### config.mk
export PLATFORM = sky130hd
export DESIGN_NAME = slot_power_ctrl
export DESIGN_NICKNAME = d
export VERILOG_FILES = /design/src/rtl/spc_pkg.sv /design/src/rtl/spc_mode_fsm.sv /design/src/rtl/spc_rail_bbm.sv /design/src/rtl/spc_rail_bank.sv /design/src/rtl/slot_power_ctrl.sv
export SDC_FILE = /design/constraint.sdc
export NUM_CORES = 1
export LEC_CHECK = 0
export CORE_MARGIN = 2
export CORE_UTILIZATION = 35
export DETAILED_ROUTE_END_ITERATION = 6
export DONT_BUFFER_PORTS = 1
export PLACE_DENSITY = 0.52
export RECOVER_POWER = 100
export SLEW_MARGIN = 20
export SYNTH_ARGS = -nofsm -noshare
export SYNTH_HDL_FRONTEND = slang
export SYNTH_SLANG_ARGS = --single-unit
### constraint.sdc
create_clock -name clk -period 4.5 [get_ports clk]
set_clock_uncertainty 0.2 [all_clocks]
set_input_delay 0.675 -clock clk [delete_from_list [all_inputs] [get_ports clk]]
set_output_delay 0.675 -clock clk [all_outputs]
set_load 0.01 [all_outputs]
### src/rtl/spc_pkg.sv
package spc_pkg;
  localparam int RAILS    = 3;
  localparam int MODE_W   = 3;
  localparam int R_AUX    = 0;
  localparam int R_V33    = 1;
  localparam int R_V15    = 2;

  typedef enum logic [MODE_W-1:0] {
    M_OFF    = 3'd0,
    M_SHDN   = 3'd1,
    M_NOCARD = 3'd2,
    M_STBY   = 3'd3,
    M_CARD   = 3'd4
  } mode_e;

  typedef struct packed {
    logic [RAILS-1:0] sw;
    logic [RAILS-1:0] dis;
  } rail_plan_t;

  // A card is seen when at least one detect line is pulled low.
  function automatic logic card_seen(input logic a_n, input logic b_n);
    return ~(a_n & b_n);
  endfunction

  // Mode outside shutdown, derived from history and current inputs.
  function automatic mode_e next_base(input mode_e cur, input logic card,
                                      input logic rails_ok, input logic stby_n);
    mode_e nxt;
    if (!card) begin
      nxt = rails_ok ? M_NOCARD : M_OFF;
    end else begin
      case (cur)
        M_CARD, M_STBY: nxt = (rails_ok && stby_n) ? M_CARD : M_STBY;
        default:        nxt = (rails_ok && stby_n) ? M_CARD : M_OFF;
      endcase
    end
    return nxt;
  endfunction

  // Desired switch and pulldown pattern for each mode.
  function automatic rail_plan_t rail_plan(input mode_e m);
    rail_plan_t p;
    p.sw  = '0;
    p.dis = '0;
    case (m)
      M_SHDN, M_NOCARD: p.dis = '1;
      M_STBY:           p.sw[R_AUX] = 1'b1;
      M_CARD:           p.sw = '1;
      default: ;
    endcase
    return p;
  endfunction
endpackage

### src/rtl/spc_mode_fsm.sv
module spc_mode_fsm
  import spc_pkg::*;
(
  input  logic  clk,
  input  logic  rst_n,
  input  logic  aux_ok,
  input  logic  v33_ok,
  input  logic  v15_ok,
  input  logic  det_a_n,
  input  logic  det_b_n,
  input  logic  shdn_n,
  input  logic  stby_n,
  output mode_e mode_q
);
  mode_e base_q;
  mode_e base_d;
  mode_e mode_d;

  logic card_present;
  logic rails_ok;
  logic shut_req;
  logic resume_ev;

  assign card_present = card_seen(det_a_n, det_b_n);
  assign rails_ok     = v33_ok & v15_ok;
  assign shut_req     = aux_ok & ~shdn_n;
  assign resume_ev    = (mode_q == M_SHDN) & aux_ok & shdn_n;

  always_comb begin
    base_d = base_q;
    mode_d = mode_q;
    if (!aux_ok) begin
      base_d = M_OFF;
      mode_d = M_OFF;
    end else if (shut_req) begin
      mode_d = M_SHDN;
    end else begin
      base_d = next_base(base_q, card_present, rails_ok, stby_n);
      mode_d = base_d;
    end
  end

  always_ff @(posedge clk or negedge rst_n) begin
    if (!rst_n) begin
      base_q <= M_OFF;
      mode_q <= M_OFF;
    end else begin
      base_q <= base_d;
      mode_q <= mode_d;
    end
  end


  aux_off_chk: assert property (@(posedge clk) disable iff (!rst_n)
    !aux_ok |=> (mode_q == M_OFF));

  shdn_enter_chk: assert property (@(posedge clk) disable iff (!rst_n)
    shut_req |=> (mode_q == M_SHDN));

  shdn_hold_chk: assert property (@(posedge clk) disable iff (!rst_n)
    shut_req |=> $stable(base_q));

  resume_chk: assert property (@(posedge clk) disable iff (!rst_n)
    (resume_ev && card_present && rails_ok && stby_n && $past(base_q) == M_CARD
     && base_q == M_CARD) |=> (mode_q == M_CARD));

  nocard_chk: assert property (@(posedge clk) disable iff (!rst_n)
    (aux_ok && shdn_n && rails_ok && !card_present) |=> (mode_q == M_NOCARD));
endmodule

### src/rtl/spc_rail_bbm.sv
module spc_rail_bbm (
  input  logic clk,
  input  logic rst_n,
  input  logic want_sw,
  input  logic want_dis,
  output logic sw_o,
  output logic dis_o
);
  logic sw_q, dis_q;
  logic sw_d, dis_d;

  always_comb begin
    if (sw_q) begin
      sw_d  = want_sw;
      dis_d = 1'b0;
    end else if (dis_q) begin
      sw_d  = 1'b0;
      dis_d = want_dis;
    end else begin
      sw_d  = want_sw;
      dis_d = want_dis & ~want_sw;
    end
  end

  always_ff @(posedge clk or negedge rst_n) begin
    if (!rst_n) begin
      sw_q  <= 1'b0;
      dis_q <= 1'b0;
    end else begin
      sw_q  <= sw_d;
      dis_q <= dis_d;
    end
  end

  assign sw_o  = sw_q;
  assign dis_o = dis_q;


  no_overlap_chk: assert property (@(posedge clk) disable iff (!rst_n)
    !(sw_q && dis_q));

  sw_dead_chk: assert property (@(posedge clk) disable iff (!rst_n)
    $rose(sw_q) |-> !$past(dis_q));

  dis_dead_chk: assert property (@(posedge clk) disable iff (!rst_n)
    $rose(dis_q) |-> !$past(sw_q));
endmodule

### src/rtl/spc_rail_bank.sv
module spc_rail_bank
  import spc_pkg::*;
#(
  parameter int N = RAILS
) (
  input  logic         clk,
  input  logic         rst_n,
  input  logic [N-1:0] want_sw,
  input  logic [N-1:0] want_dis,
  output logic [N-1:0] sw_en,
  output logic [N-1:0] dis_en
);
  for (genvar i = 0; i < N; i++) begin : g_rail
    spc_rail_bbm u_bbm (
      .clk      (clk),
      .rst_n    (rst_n),
      .want_sw  (want_sw[i]),
      .want_dis (want_dis[i]),
      .sw_o     (sw_en[i]),
      .dis_o    (dis_en[i])
    );
  end
endmodule

### src/rtl/slot_power_ctrl.sv
module slot_power_ctrl
  import spc_pkg::*;
(
  input  logic                clk,
  input  logic                rst_n,
  input  logic                aux_ok,
  input  logic                v33_ok,
  input  logic                v15_ok,
  input  logic                det_pcie_n,
  input  logic                det_usb_n,
  input  logic                shdn_req_n,
  input  logic                stby_req_n,
  output logic [RAILS-1:0]    rail_sw_en,
  output logic [RAILS-1:0]    rail_dis_en,
  output logic [MODE_W-1:0]   mode_code
);
  mode_e      cur_mode;
  rail_plan_t plan;

  spc_mode_fsm u_fsm (
    .clk     (clk),
    .rst_n   (rst_n),
    .aux_ok  (aux_ok),
    .v33_ok  (v33_ok),
    .v15_ok  (v15_ok),
    .det_a_n (det_pcie_n),
    .det_b_n (det_usb_n),
    .shdn_n  (shdn_req_n),
    .stby_n  (stby_req_n),
    .mode_q  (cur_mode)
  );

  assign plan = rail_plan(cur_mode);

  spc_rail_bank #(.N(RAILS)) u_bank (
    .clk      (clk),
    .rst_n    (rst_n),
    .want_sw  (plan.sw),
    .want_dis (plan.dis),
    .sw_en    (rail_sw_en),
    .dis_en   (rail_dis_en)
  );

  assign mode_code = cur_mode;


  card_settle_chk: assert property (@(posedge clk) disable iff (!rst_n)
    (cur_mode == M_CARD && $past(cur_mode) == M_CARD && $past(cur_mode, 2) == M_CARD)
    |-> (rail_sw_en == '1 && rail_dis_en == '0));

  stby_settle_chk: assert property (@(posedge clk) disable iff (!rst_n)
    (cur_mode == M_STBY && $past(cur_mode) == M_STBY && $past(cur_mode, 2) == M_STBY)
    |-> (rail_sw_en == 3'b001 && rail_dis_en == '0));
endmodule

==> metrics.md <==
| Metric | Value |
|---|---|
| Mapped Avg Cell Area | `10.6 um^2` |
| Initial antenna violation count | `0` |
| Cell Rows | `14` |
| M3 GR Usage | `4.68%` |
| Pin count of the biggest net entering global routing | `13` |
| Clock Pin Slew Worst Setup and Hold Paths | `80 ps` |
| Layer with the highest usage | `met2` |
| Number of global-route vias before repair | `377` |
| Clk root buf | `clkbuf_4` |
| Worst Hold End | `u_fsm.base_q[1]` |
| Hold Fails Final Rpt | `0` |
| DRT iter0 DRCs | `3` |
| Setup slack, reg-to-reg | `2850 ps` |
| I/O pin count | `18` |
| Clock Sinks | `12` |
| Top cell type's share of synthesized area | `56.6%` |
| Worst EP required | `4490 ps` |
| Status | `finished clean` |
| Worst-path fanout max | `4` |
| Pwr per Cell Area | `381 nW/um^2` |
| Syn Std Cell Area | `531 um^2` |
| Die Y | `42.9 um` |
| Yosys warns | `0` |
| Routed len/inst | `13.7 um` |
| Fin worst setup slack | `2850 ps` |
| Via density | `5.09` |
| Input/output buffers | `0` |
| Worst EP arrival | `1630 ps` |
| Period utilization | `36.6%` |
| DPL Wire Length | `663 um` |
| Post-Synthesis Cells | `50` |
| First-pass GRT wire length | `1.48 mm` |
| Nets@finish | `59` |
| Final Wtd Congestion | `0.732` |
| Reg2reg start | `u_fsm.base_q[0]` |
| Yosys reg bits | `12` |
| Synth Net Count | `59` |
| CP endpoint kind | `flip-flop` |
| Worst Hold Depth | `1` |
| Worst VDD drop | `0.164 mV` |
| Final setup vio count | `0` |
| Layout cells sized above 1 | `10.2%` |
| Total track usage | `11.8%` |
| Leakage | `0.249 nW` |
| Sum Neg Setup Slack | `0 ps` |
| Worst-Skew Late Latency | `270 ps` |
| GRT met1 Usage | `10.3%` |
| Least-Margin Pin Slew | `536 ps` |
| Hold path start | `shdn_req_n` |
| Effective utilization at floorplan | `36.5%` |
| Startpoint Class | `flip-flop` |
| Num CTS Buffers | `3` |
| Commonest non-fill, non-tap cell in the layout | `dfrtp_1` |
| Routed via count | `331` |
| Period minus WS final | `1650 ps` |
| RR Endpoint | `u_fsm.mode_q[0]` |
| Yosys top cell by area | `dfrtp_1` |
| Area growth from synthesis to layout | `4.01%` |
| Slew Limit Headroom | `64.1%` |
| CTS tree | `built` |
| Die Footprint | `1840 um^2` |
| Worst min path class | `in -> reg` |
| Met2 Use GR | `19.1%` |
| Final wirelength | `890 um` |
| Die width | `42.9 um` |
| Fmax | `608 MHz` |
| Synth area leaders | `dfrtp_1 (57%), buf_4 (8.5%), nand3b_1 (4.2%), a21oi_1 (3.8%), nor2_1 (3.5%)` |
| Antenna cells | `0` |
| H-tree Lvls | `1` |
| Post-CTS setup buffer count | `0` |
| Maxcap violations | `0` |
| Crit Path Class | `reg -> reg` |
| Post-route ant nets | `0` |
| TritonRoute pass-1 iters | `2` |
| Commonest cells after routing, fill and taps aside | `dfrtp_1 (12), nor2_1 (5), nand2_1 (4), a21oi_1 (4)` |
| Residual DRC count | `0` |
| Grt ovf | `0` |
| Max-slew violations | `0` |
| RSZ-0062 raised after global routing | `false` |
| Yosys cell types | `20` |
| Worst r2r path cells | `3` |
| Core footprint | `1450 um^2` |
| Seq/Total Area, Yosys | `56.6%` |
| DP Worst Slack | `2840 ps` |
| Max clock buf depth | `2` |
==> sequential cells by signal, indices dropped and copies added (netlist names) <==
| name | count |
|---|---|
| u_bank.g_rail.u_bbm.sw_o | 3 |
| u_fsm.base_q | 3 |
| u_fsm.mode_q | 3 |
| u_bank.g_rail.u_bbm.dis_o | 3 |
==> final cells by class <==
class / count / area [um^2]
repair buffers: 1 / 10.0
inverters: 2 / 7.51
multi-input cells: 30 / 178
clock buffers: 4 / 36.3
flip-flops and latches: 12 / 300
fillers: 147 / 902
well taps: 16 / 20.0
==> repair_timing <==
action,4_1_cts,5_1_grt
hold buffers,1,0
resized for setup,0,0
hold endpoints to repair,12,0
==> where the power goes <==
part | leakage (nW) | internal [mW] | switching (mW)
combinational | 0.0659 | 0.00407 | 0.00551
sequential | 0.162 | 0.111 | 0.00437
clock | 0.0210 | 0.0491 | 0.0356
total | 0.249 | 0.165 | 0.0455
==> worst max path at each step <==
stage          slack (ps)         endpoint            start
2_1_floorplan        2900  u_fsm.base_q[1]           v33_ok
3_3_place_gp         2870  u_fsm.mode_q[0]           v33_ok
3_5_place_dp         2840  u_fsm.base_q[1]           v33_ok
4_1_cts              2880  u_fsm.base_q[1]  u_fsm.base_q[0]
5_1_grt              2800  u_fsm.mode_q[0]  u_fsm.base_q[0]
6_report             2850  u_fsm.mode_q[0]  u_fsm.base_q[0]
==> cells in the mapped netlist, drive strengths merged <==
cell type	count
a21boi	2
a21oi	4
a221o	1
a31oi	1
and3	1
buf	6
dfrtp	12
inv	2
nand2	4
nand2b	2
nand3	1
nand3b	3
nand4	1
nor2	5
nor2b	1
o21ai	2
or3b	1
xor2	1
==> routing by layer <==
layer | vias to the layer above | part of all wire (%)
met1 | 153 | 37
met5 | - | 0
met4 | 0 | 2.1
li1 | 160 | -
met2 | 16 | 51
met3 | 2 | 9.3
==> cells by family after synthesis <==
| group | share of synthesized area [%] |
|---|---|
| xor+xnor | 1.65 |
| simple gates | 19.1 |
| compound gates | 12.7 |
| flops | 56.6 |
| buf+inv | 9.91 |
==> worst max-delay path: stages, from the launching register on <==
cell      delay (ps)
dfrtp_1          400
or3b_1           390
a221o_1          380
a21boi_0         190
==> metrics by stage <==
step	utilization, %	total power, mW	hold slack, ps	instances	cell area (um^2)
after global routing	38.0	0.222	281	65	552
after global placement	34.8	0.125	180	60	505
after floorplan	-	0.127	179	50	531
after CTS	38.0	0.216	278	65	552
after detailed placement	34.8	0.125	180	60	505
final	38.0	0.210	300	65	552
(Power assumes the default switching activity.)
